`config.mk`:
```
export PLATFORM = sky130hd
export DESIGN_NAME = sw_slot_engine
export DESIGN_NICKNAME = d
export VERILOG_FILES = /design/src/rtl/sw_pkg.sv /design/src/rtl/sw_us_tick.sv /design/src/rtl/sw_sync.sv /design/src/rtl/sw_slot_fsm.sv /design/src/rtl/sw_slot_engine.sv
export SDC_FILE = /design/constraint.sdc
export NUM_CORES = 1
export LEC_CHECK = 0
export BUFFER_PORTS_ARGS = -buffer_cell sky130_fd_sc_hd__buf_2
export CORE_MARGIN = 2
export CORE_UTILIZATION = 30
export DETAILED_ROUTE_END_ITERATION = 12
export PLACE_DENSITY_LB_ADDON = 0.08
export SLEW_MARGIN = 20
export SYNTH_ARGS = -nofsm -noshare
export SYNTH_HDL_FRONTEND = slang
export SYNTH_HIERARCHICAL = 1
export SYNTH_SLANG_ARGS = --single-unit
```
`constraint.sdc`:
```
create_clock -name clk -period 3.4 [get_ports clk]
set_input_delay 0.17 -clock clk [delete_from_list [all_inputs] [get_ports clk]]
set_output_delay 0.17 -clock clk [all_outputs]
set_load 0.05 [all_outputs]
```
`src/rtl/sw_pkg.sv`:
```
package sw_pkg;
    typedef enum logic [1:0] {
        OP_RESET = 2'b00,
        OP_WRITE = 2'b01,
        OP_READ  = 2'b10
    } sw_op_e;

    typedef enum logic {
        ST_IDLE = 1'b0,
        ST_RUN  = 1'b1
    } sw_state_e;
endpackage

```
`src/rtl/sw_us_tick.sv`:
```
module sw_us_tick #(
    parameter int CLK_HZ = 50_000_000
) (
    input  logic clk,
    input  logic rst_n,
    input  logic restart,
    output logic tick
);
    localparam int DIV = (CLK_HZ / 1_000_000 < 2) ? 2 : CLK_HZ / 1_000_000;
    localparam int CW  = $clog2(DIV);

    logic [CW-1:0] cnt_d, cnt_q;

    assign tick = (cnt_q == CW'(DIV - 1));

    always_comb begin
        if (restart || tick) cnt_d = '0;
        else                 cnt_d = cnt_q + 1'b1;
    end

    always_ff @(posedge clk or negedge rst_n) begin
        if (!rst_n) cnt_q <= '0;
        else        cnt_q <= cnt_d;
    end
endmodule

```
`src/rtl/sw_sync.sv`:
```
module sw_sync #(
    parameter int STAGES = 2
) (
    input  logic clk,
    input  logic rst_n,
    input  logic din,
    output logic dout
);
    logic [STAGES-1:0] ff_q;

    generate
        for (genvar i = 0; i < STAGES; i++) begin : g_stage
            if (i == 0) begin : g_first
                always_ff @(posedge clk or negedge rst_n) begin
                    if (!rst_n) ff_q[0] <= 1'b1;
                    else        ff_q[0] <= din;
                end
            end else begin : g_next
                always_ff @(posedge clk or negedge rst_n) begin
                    if (!rst_n) ff_q[i] <= 1'b1;
                    else        ff_q[i] <= ff_q[i-1];
                end
            end
        end
    endgenerate

    assign dout = ff_q[STAGES-1];
endmodule

```
`src/rtl/sw_slot_fsm.sv`:
```
module sw_slot_fsm
    import sw_pkg::*;
#(
    parameter int W1_LOW_US   = 6,
    parameter int W0_LOW_US   = 60,
    parameter int RD_LOW_US   = 2,
    parameter int RD_SAMP_US  = 12,
    parameter int SLOT_US     = 70,
    parameter int REC_US      = 2,
    parameter int RST_LOW_US  = 480,
    parameter int RST_WAIT_US = 480,
    parameter int PRES_SAMP_US = 70
) (
    input  logic       clk,
    input  logic       rst_n,
    input  logic       tick,
    input  logic       start,
    input  logic [1:0] op,
    input  logic       wr_bit,
    input  logic       line_s,
    output logic       accept,
    output logic       line_pull,
    output logic       busy,
    output logic       done,
    output logic       present,
    output logic       rd_bit
);
    localparam int SLOT_END = SLOT_US + REC_US;
    localparam int RST_END  = RST_LOW_US + RST_WAIT_US;
    localparam int MAX_END  = (RST_END > SLOT_END) ? RST_END : SLOT_END;
    localparam int USW      = $clog2(MAX_END + 1);

    typedef struct packed {
        sw_state_e      st;
        sw_op_e         op;
        logic           wbit;
        logic [USW-1:0] us;
        logic           pull;
        logic           done;
        logic           pres;
        logic           rbit;
    } fsm_t;

    fsm_t q, d;

    function automatic logic [USW-1:0] low_len(sw_op_e o, logic b);
        case (o)
            OP_RESET: return USW'(RST_LOW_US);
            OP_WRITE: return b ? USW'(W1_LOW_US) : USW'(W0_LOW_US);
            default:  return USW'(RD_LOW_US);
        endcase
    endfunction

    function automatic logic [USW-1:0] samp_at(sw_op_e o);
        return (o == OP_RESET) ? USW'(RST_LOW_US + PRES_SAMP_US) : USW'(RD_SAMP_US);
    endfunction

    function automatic logic [USW-1:0] end_at(sw_op_e o);
        return (o == OP_RESET) ? USW'(RST_END) : USW'(SLOT_END);
    endfunction

    assign accept = (q.st == ST_IDLE) && start;

    always_comb begin
        d      = q;
        d.done = 1'b0;
        if (q.st == ST_IDLE) begin
            if (start) begin
                d.st   = ST_RUN;
                d.op   = (op == 2'b00) ? OP_RESET : (op == 2'b01) ? OP_WRITE : OP_READ;
                d.wbit = wr_bit;
                d.us   = '0;
            end
        end else if (tick) begin
            d.us = q.us + 1'b1;
            if (d.us == samp_at(q.op)) begin
                if (q.op == OP_RESET)     d.pres = ~line_s;
                else if (q.op == OP_READ) d.rbit = line_s;
            end
            if (d.us == end_at(q.op)) begin
                d.st   = ST_IDLE;
                d.done = 1'b1;
            end
        end
        d.pull = (d.st == ST_RUN) && (d.us < low_len(d.op, d.wbit));
    end

    always_ff @(posedge clk or negedge rst_n) begin
        if (!rst_n) begin
            q <= '{st: ST_IDLE, op: OP_RESET, wbit: 1'b0, us: '0,
                   pull: 1'b0, done: 1'b0, pres: 1'b0, rbit: 1'b0};
        end else begin
            q <= d;
        end
    end

    assign line_pull = q.pull;
    assign busy      = (q.st == ST_RUN);
    assign done      = q.done;
    assign present   = q.pres;
    assign rd_bit    = q.rbit;
endmodule

```
`src/rtl/sw_slot_engine.sv`:
```
module sw_slot_engine #(
    parameter int CLK_HZ      = 50_000_000,
    parameter int SYNC_STAGES = 2
) (
    input  logic       clk,
    input  logic       rst_n,
    input  logic       start,
    input  logic [1:0] op,
    input  logic       wr_bit,
    input  logic       line_in,
    output logic       line_pull,
    output logic       busy,
    output logic       done,
    output logic       present,
    output logic       rd_bit
);
    logic tick, accept, line_s;

    sw_us_tick #(.CLK_HZ(CLK_HZ)) u_tick (
        .clk(clk), .rst_n(rst_n), .restart(accept), .tick(tick)
    );

    sw_sync #(.STAGES(SYNC_STAGES)) u_sync (
        .clk(clk), .rst_n(rst_n), .din(line_in), .dout(line_s)
    );

    sw_slot_fsm u_fsm (
        .clk(clk), .rst_n(rst_n), .tick(tick), .start(start), .op(op),
        .wr_bit(wr_bit), .line_s(line_s), .accept(accept),
        .line_pull(line_pull), .busy(busy), .done(done),
        .present(present), .rd_bit(rd_bit)
    );
endmodule

```
### After elaboration in Yosys (flattened, before gate mapping)

Cells that the tools add are included.

| operators by class | value |
|---|---|
| reduce and logical (&&, ||, !) cells | 8 |
| eq/ne operators | 6 |
| multiplexer cells | 21 |
| bitwise operators | 3 |
| order comparisons | 1 |
| add/sub/neg operators | 2 |

Operators by type and width:

| kind | number |
|---|---|
| $mux 10 | 4 |
| $eq 10x10->1 | 2 |
| $pmux 10 s2 | 1 |
| $mux 14 | 1 |
| $mux 6 | 2 |
| $add 10x1->10 const B | 1 |
| $lt 10x10->1 | 1 |
| $mux 3 | 3 |
| $mux 1 | 7 |
| $add 6x1->6 const B | 1 |
| $eq 6x6->1 const B | 1 |
| $logic_not 2->1 | 3 |
| $mux 2 | 3 |
| $reduce_and 5->1 | 1 |
| $eq 2x1->1 const B | 2 |
| $reduce_and 4->1 | 1 |
| $not 1->1 | 3 |
| $eq 2x2->1 const B | 1 |
| $logic_and 1x1->1 | 2 |
| $logic_or 1x1->1 | 1 |

| word-level totals | value |
|---|---|
| register bits after elaboration | 26 |
| input port bits | 7 |
| word-level logic and storage cells | 52 |

### Depth between registers and ports, before layout

| logic depth | value |
|---|---|
| depth in word-level cells | 9 |
| gate-level depth with buffers | 14 |

### Cells and area by module

The synthesis kept the hierarchy.

Modules (own cells, without submodules):

| module | instances | area each (µm²) | sequential area each (µm²) | cells each |
|---|---|---|---|---|
| sw_slot_fsm | 1 | 1338.8 | 450.4 | 145 |
| sw_us_tick | 1 | 281.5 | 150.1 | 26 |
| sw_sync | 1 | 52.6 | 52.6 | 2 |

### Worst setup path after synthesis

No wires, ideal clock.

| path | value |
|---|---|
| kind | register to register |
| start | reg u_fsm.q, in the netlist u_fsm/busy |
| end | reg u_fsm.q, in the netlist u_fsm/line_pull |
| stages on the path, launching flop included | 11 |
| arrival time | 2.748 ns |
| library setup time | 0.101 ns |
| clock period less this slack | 2.849 ns |
| data required time | 3.299 ns |
| setup slack | 0.551 ns |
| cell sequence | dfrtp_1 nor2b_1 clkbuf_1 mux2_2 or2_2 ha_1 a21o_1 a21o_1 a211oi_1 o21ai_0 nor4_1 |

RTL lines:

| element | line | source |
|---|---|---|
| start, declared | sw_slot_fsm.sv:44 | `fsm_t q, d;` |
| start signal, assigned | sw_slot_fsm.sv:90 | `q <= '{st: ST_IDLE, op: OP_RESET, wbit: 1'b0, us: '0,` |

==> summary by stage <==
Status
The run finished with clean final reports.

STA
For the pin with the worst max-slew slack, the measured transition is roughly 0.60 ns. The post-route worst setup slack is 0.487 ns. Setup repair after global routing left no endpoint under its margin.

The clock skew after layout is between 0.004 and 0.005 ns. In the final timing run, aggregate negative setup slack is 0 ns. The max-slew violation count came to 0. The final critical path takes up a little under nine tenths of the cycle. Hold timing on the final database bottoms out at a slack of between 0.15 and 0.2 ns. The worst-case headroom to the max-slew limit is between 60 and 70%. The smallest clock period supported by the final layout is computed as 2.91 ns.

Timing would allow up to ~340 MHz. Setup violations remaining at the end of the flow were counted as 0. The final hold violation count is 0.

Synthesis
For this run, the leading register cell type out of synthesis is sky130_fd_sc_hd__dfrtp_1. The proportion of synthesized flip-flops having asynchronous set or reset is between 90% and 100%. Yosys printed 6 warnings. The number of synthesized register bits is 26. The count of unique library cells instantiated by Yosys is about 50. The sequential cell area fraction in the yosys report is 39.0%. By area the synthesized netlist is led by sky130_fd_sc_hd__dfrtp_1 (36%), sky130_fd_sc_hd__ha_1 (8.2%), sky130_fd_sc_hd__nor2_1 (4.0%). In the synthesized netlist, the number of instances is roughly 170. The cell area after technology mapping is around 1700 um^2. The average size of a mapped cell is just under 10 um^2. The cell accounting for the most synthesized area is sky130_fd_sc_hd__dfrtp_1. The count of flip-flops with a built-in enable after synthesis is 0. The number of nets handed over by synthesis was 191. The fraction of synthesized cell area taken by the top area cell type is between 30% and 40%.

Cells and area
The filler cell count is approximately 580. Across the whole layout, storage elements account for about 650 um^2. The final cell utilization of the core is about a third. The area of the multi-input gates is 941 um^2.

The count of cells in the finished layout, fillers not included, comes to approximately 260. The final design instance area without fill is about 1900 um^2. 0 antenna diodes ended up in the layout. Of the cells placed in the final design, the portion with a size suffix greater than 1 is around 17%. The final layout net count is approximately 200. Compared with the post-synthesis result, the final layout area differs by 11.2%.

Setup path
Traced cell by cell, the critical path runs through ha_1 > and4_1 > nand2_1 > inv_1 > nor2_1 > nand2_1 > o21ai_0 > ha_1 > a21o_1 > a21o_1 > a211oi_1 > o21ai_0 > nor4_1. For this run, the slowest stage of the critical path takes 0.43 ns. For the worst setup path, the data arrival time is roughly 3 ns. The type of destination of the critical path is a register. In this run the worst path has a maximum fanout of 8. STA classifies the critical path startpoint as a register. Data on the critical path is required at its endpoint by 3.57 ns.

The kind of critical path is register to register. The critical path's slowest cell is sky130_fd_sc_hd__dfrtp_1.

Die
The number of top-level pins is 12. The floorplan die width is 78.7 um. The initial utilization of the core area, before any placement, comes to between 30% and 40%.

The total area inside the core boundary comes to around 5400 um^2. The floorplan has 27 rows. The total die area is 6190 um^2. From bottom edge to top edge, the die measures around 79 um.

GRT
In the global route stage, overall resource usage came out at a little over an eighth. The via count of the first global-routing pass came to approximately 1300. The first-pass GRT wire length is between 6 and 7 mm. Entering global routing, the biggest net connects 27 pins. The remaining global-route overflow is 0. The number of antenna violations at the first check in global routing is 0.

Placed design
The pre-CTS setup slack is about 0.54 ns. Summing all placed instances gives a cell area of ~1800 um^2. The weighted congestion at the end of routability-driven global placement is between 0.8 and 0.9.

The wire-length estimate of the detail-placed layout is 2.90 mm. The number of port buffers is 11. Counting tap cells, the placed design contains a total of 250 instances.

Clock network
TritonCTS built the clock tree. The clock latency at the later pin of the worst-skew pair is around 0.27 ns. The clock passes through at most 2 buffers. The number of clock sinks is 26.

The clock root buffer is sky130_fd_sc_hd__clkbuf_8. In this run, CTS created clock tree buffers numbering 3. Post-CTS repair changed the size of 0 cells. The H-tree depth is 1. After clock tree synthesis, the clock-pin slew on the worst setup and hold paths is around 0.09 ns.

Power
Across the VDD grid, the largest voltage drop is roughly 0.25 mV. Of the total power, the clock network draws a little under a fifth. The net switching component of the power is around 0.55 mW. The leakage power total is roughly 0.77 nW. For this design the ratio of total power to cell area is slightly above 700 nW/um^2. The power consumption is around 1.4 mW. The internal power consumption is around 0.80 mW.

In this run switching power makes up just over 40% of total power. The proportion of power drawn by combinational gates is 38.8%. The proportion of power drawn by flip-flops and latches is between 40% and 50%.

Drt
The number of nets still failing antenna checks after routing is 0. The total wirelength of the detailed-routed design is around 3.8 mm. The first TritonRoute pass finished after 4 iterations.

The number of DRC markers in iteration 0 is 76. The mean number of vias per cell is 5.19. The residual DRC count is 0. The final routed wire length divided by cell count is 14.7 um. The via count is 1328.

Run
The max-capacitance violation count is 0.

Hold path
The tightest min-delay check is of the input pin to register type.
## power by group through the flow
stage                     sequential (mW)  clock, mW  combinational [mW]
final                               0.570      0.256               0.524
after global routing                0.594      0.290               0.598
after CTS                           0.569      0.269               0.530
after detailed placement            0.574          0               0.527
after global placement              0.574          0               0.515
after floorplan                     0.528          0               0.446
## per-layer routing
layer | track usage (%) | part of all wire (%) | vias to the layer above
met1 | 17.7 | 46 | 644
met4 | 4.04 | 1.1 | 0
met2 | 21.5 | 49 | 25
met3 | 2.30 | 3.9 | 4
met5 | 0 | 0 | -
li1 | - | - | 655
## worst max-delay path, delay by kind of cell (launching register included)
family,cells,cell delay (ns)
buf+inv,1,0.09
compound gates,5,0.82
fa+ha+maj,2,0.53
simple gates,5,0.96
flops,1,0.43
## cell families after synthesis
kind of cell / count (synthesis) / share of synthesized area (%)
AOI/OAI and AO/OA: 40 / 15.3
xor gates and xnor gates: 11 / 6.88
adders and majority gates: 11 / 8.23
buffers and inverters: 12 / 4.71
DFF: 26 / 39.0
muxes: 6 / 3.89
and+or+nand+nor: 67 / 21.9
## path summary, 6_finish.rpt
| check | to | depth (start not counted) | from | slack (ns) |
|---|---|---|---|---|
| max | u_fsm/line_pull | 13 | u_tick/cnt_q[0] | 0.49 |
| min | u_fsm/q[14] | 2 | wr_bit | 0.17 |
| max reg2reg | u_fsm/line_pull | 13 | u_tick/cnt_q[0] | 0.49 |
| min reg2reg | u_sync/dout | 0 | u_sync/ff_q[0] | 0.36 |
| max in group asynchronous | u_fsm/q[11] | 2 | rst_n | 2.57 |
| min in group asynchronous | u_tick/cnt_q[2] | 2 | rst_n | 0.43 |
## Yosys cell counts (all sizes together), types with 3 or more instances
cell	count
xnor2	6
mux2	4
nand3	8
o21ai	14
or3	4
nand2	12
and2	3
nand3b	3
xor2	5
clkbuf	7
a21oi	9
nor2	18
nor3	3
nand4	4
ha	11
inv	4
a21o	3
dfrtp	24
## layout by cell type, fill, tap and decap left out, drive strengths merged, types with 2 or more instances in the layout
| cell | n |
|---|---|
| o21ai | 14 |
| ha | 11 |
| xnor2 | 6 |
| nor4 | 2 |
| nand4 | 4 |
| or4b | 2 |
| clkbuf | 3 |
| inv | 4 |
| xor2 | 5 |
| nor3 | 3 |
| and4 | 2 |
| nand3b | 3 |
| nand3 | 8 |
| dfrtp | 24 |
| or2 | 2 |
| nor2 | 18 |
| a211oi | 2 |
| or3 | 4 |
| buf | 13 |
| nand2 | 12 |
| dfstp | 2 |
| o31ai | 2 |
| mux2i | 2 |
| a21o | 3 |
| a21oi | 9 |
| dlygate4sd3 | 2 |
| mux2 | 4 |
| and2 | 3 |
## sequential cells by signal, summed over array words and instances (netlist names)
signal,flops
u_fsm/busy,1
u_fsm/done,1
u_fsm/line_pull,1
u_fsm/present,1
u_fsm/q,13
u_fsm/rd_bit,1
u_sync/dout,1
u_sync/ff_q,1
u_tick/cnt_q,6
## what timing repair did
| action | CTS | global route |
|---|---|---|
| setup endpoints to repair | 0 | 0 |
| buffers inserted | 0 | 0 |
| endpoints found under the hold margin | 25 | 0 |
| hold buffers | 2 | 0 |
## area by class of cell
type | count | share of cell area (%)
clock inverters | 1 | 1.61
well taps | 72 | 4.84
inverters | 4 | 0.807
multi-input cells | 135 | 50.6
flip-flops and latches | 26 | 35.1
repair buffers | 15 | 4.84
clock buffers | 3 | 2.22
(Power assumes the default switching activity.)
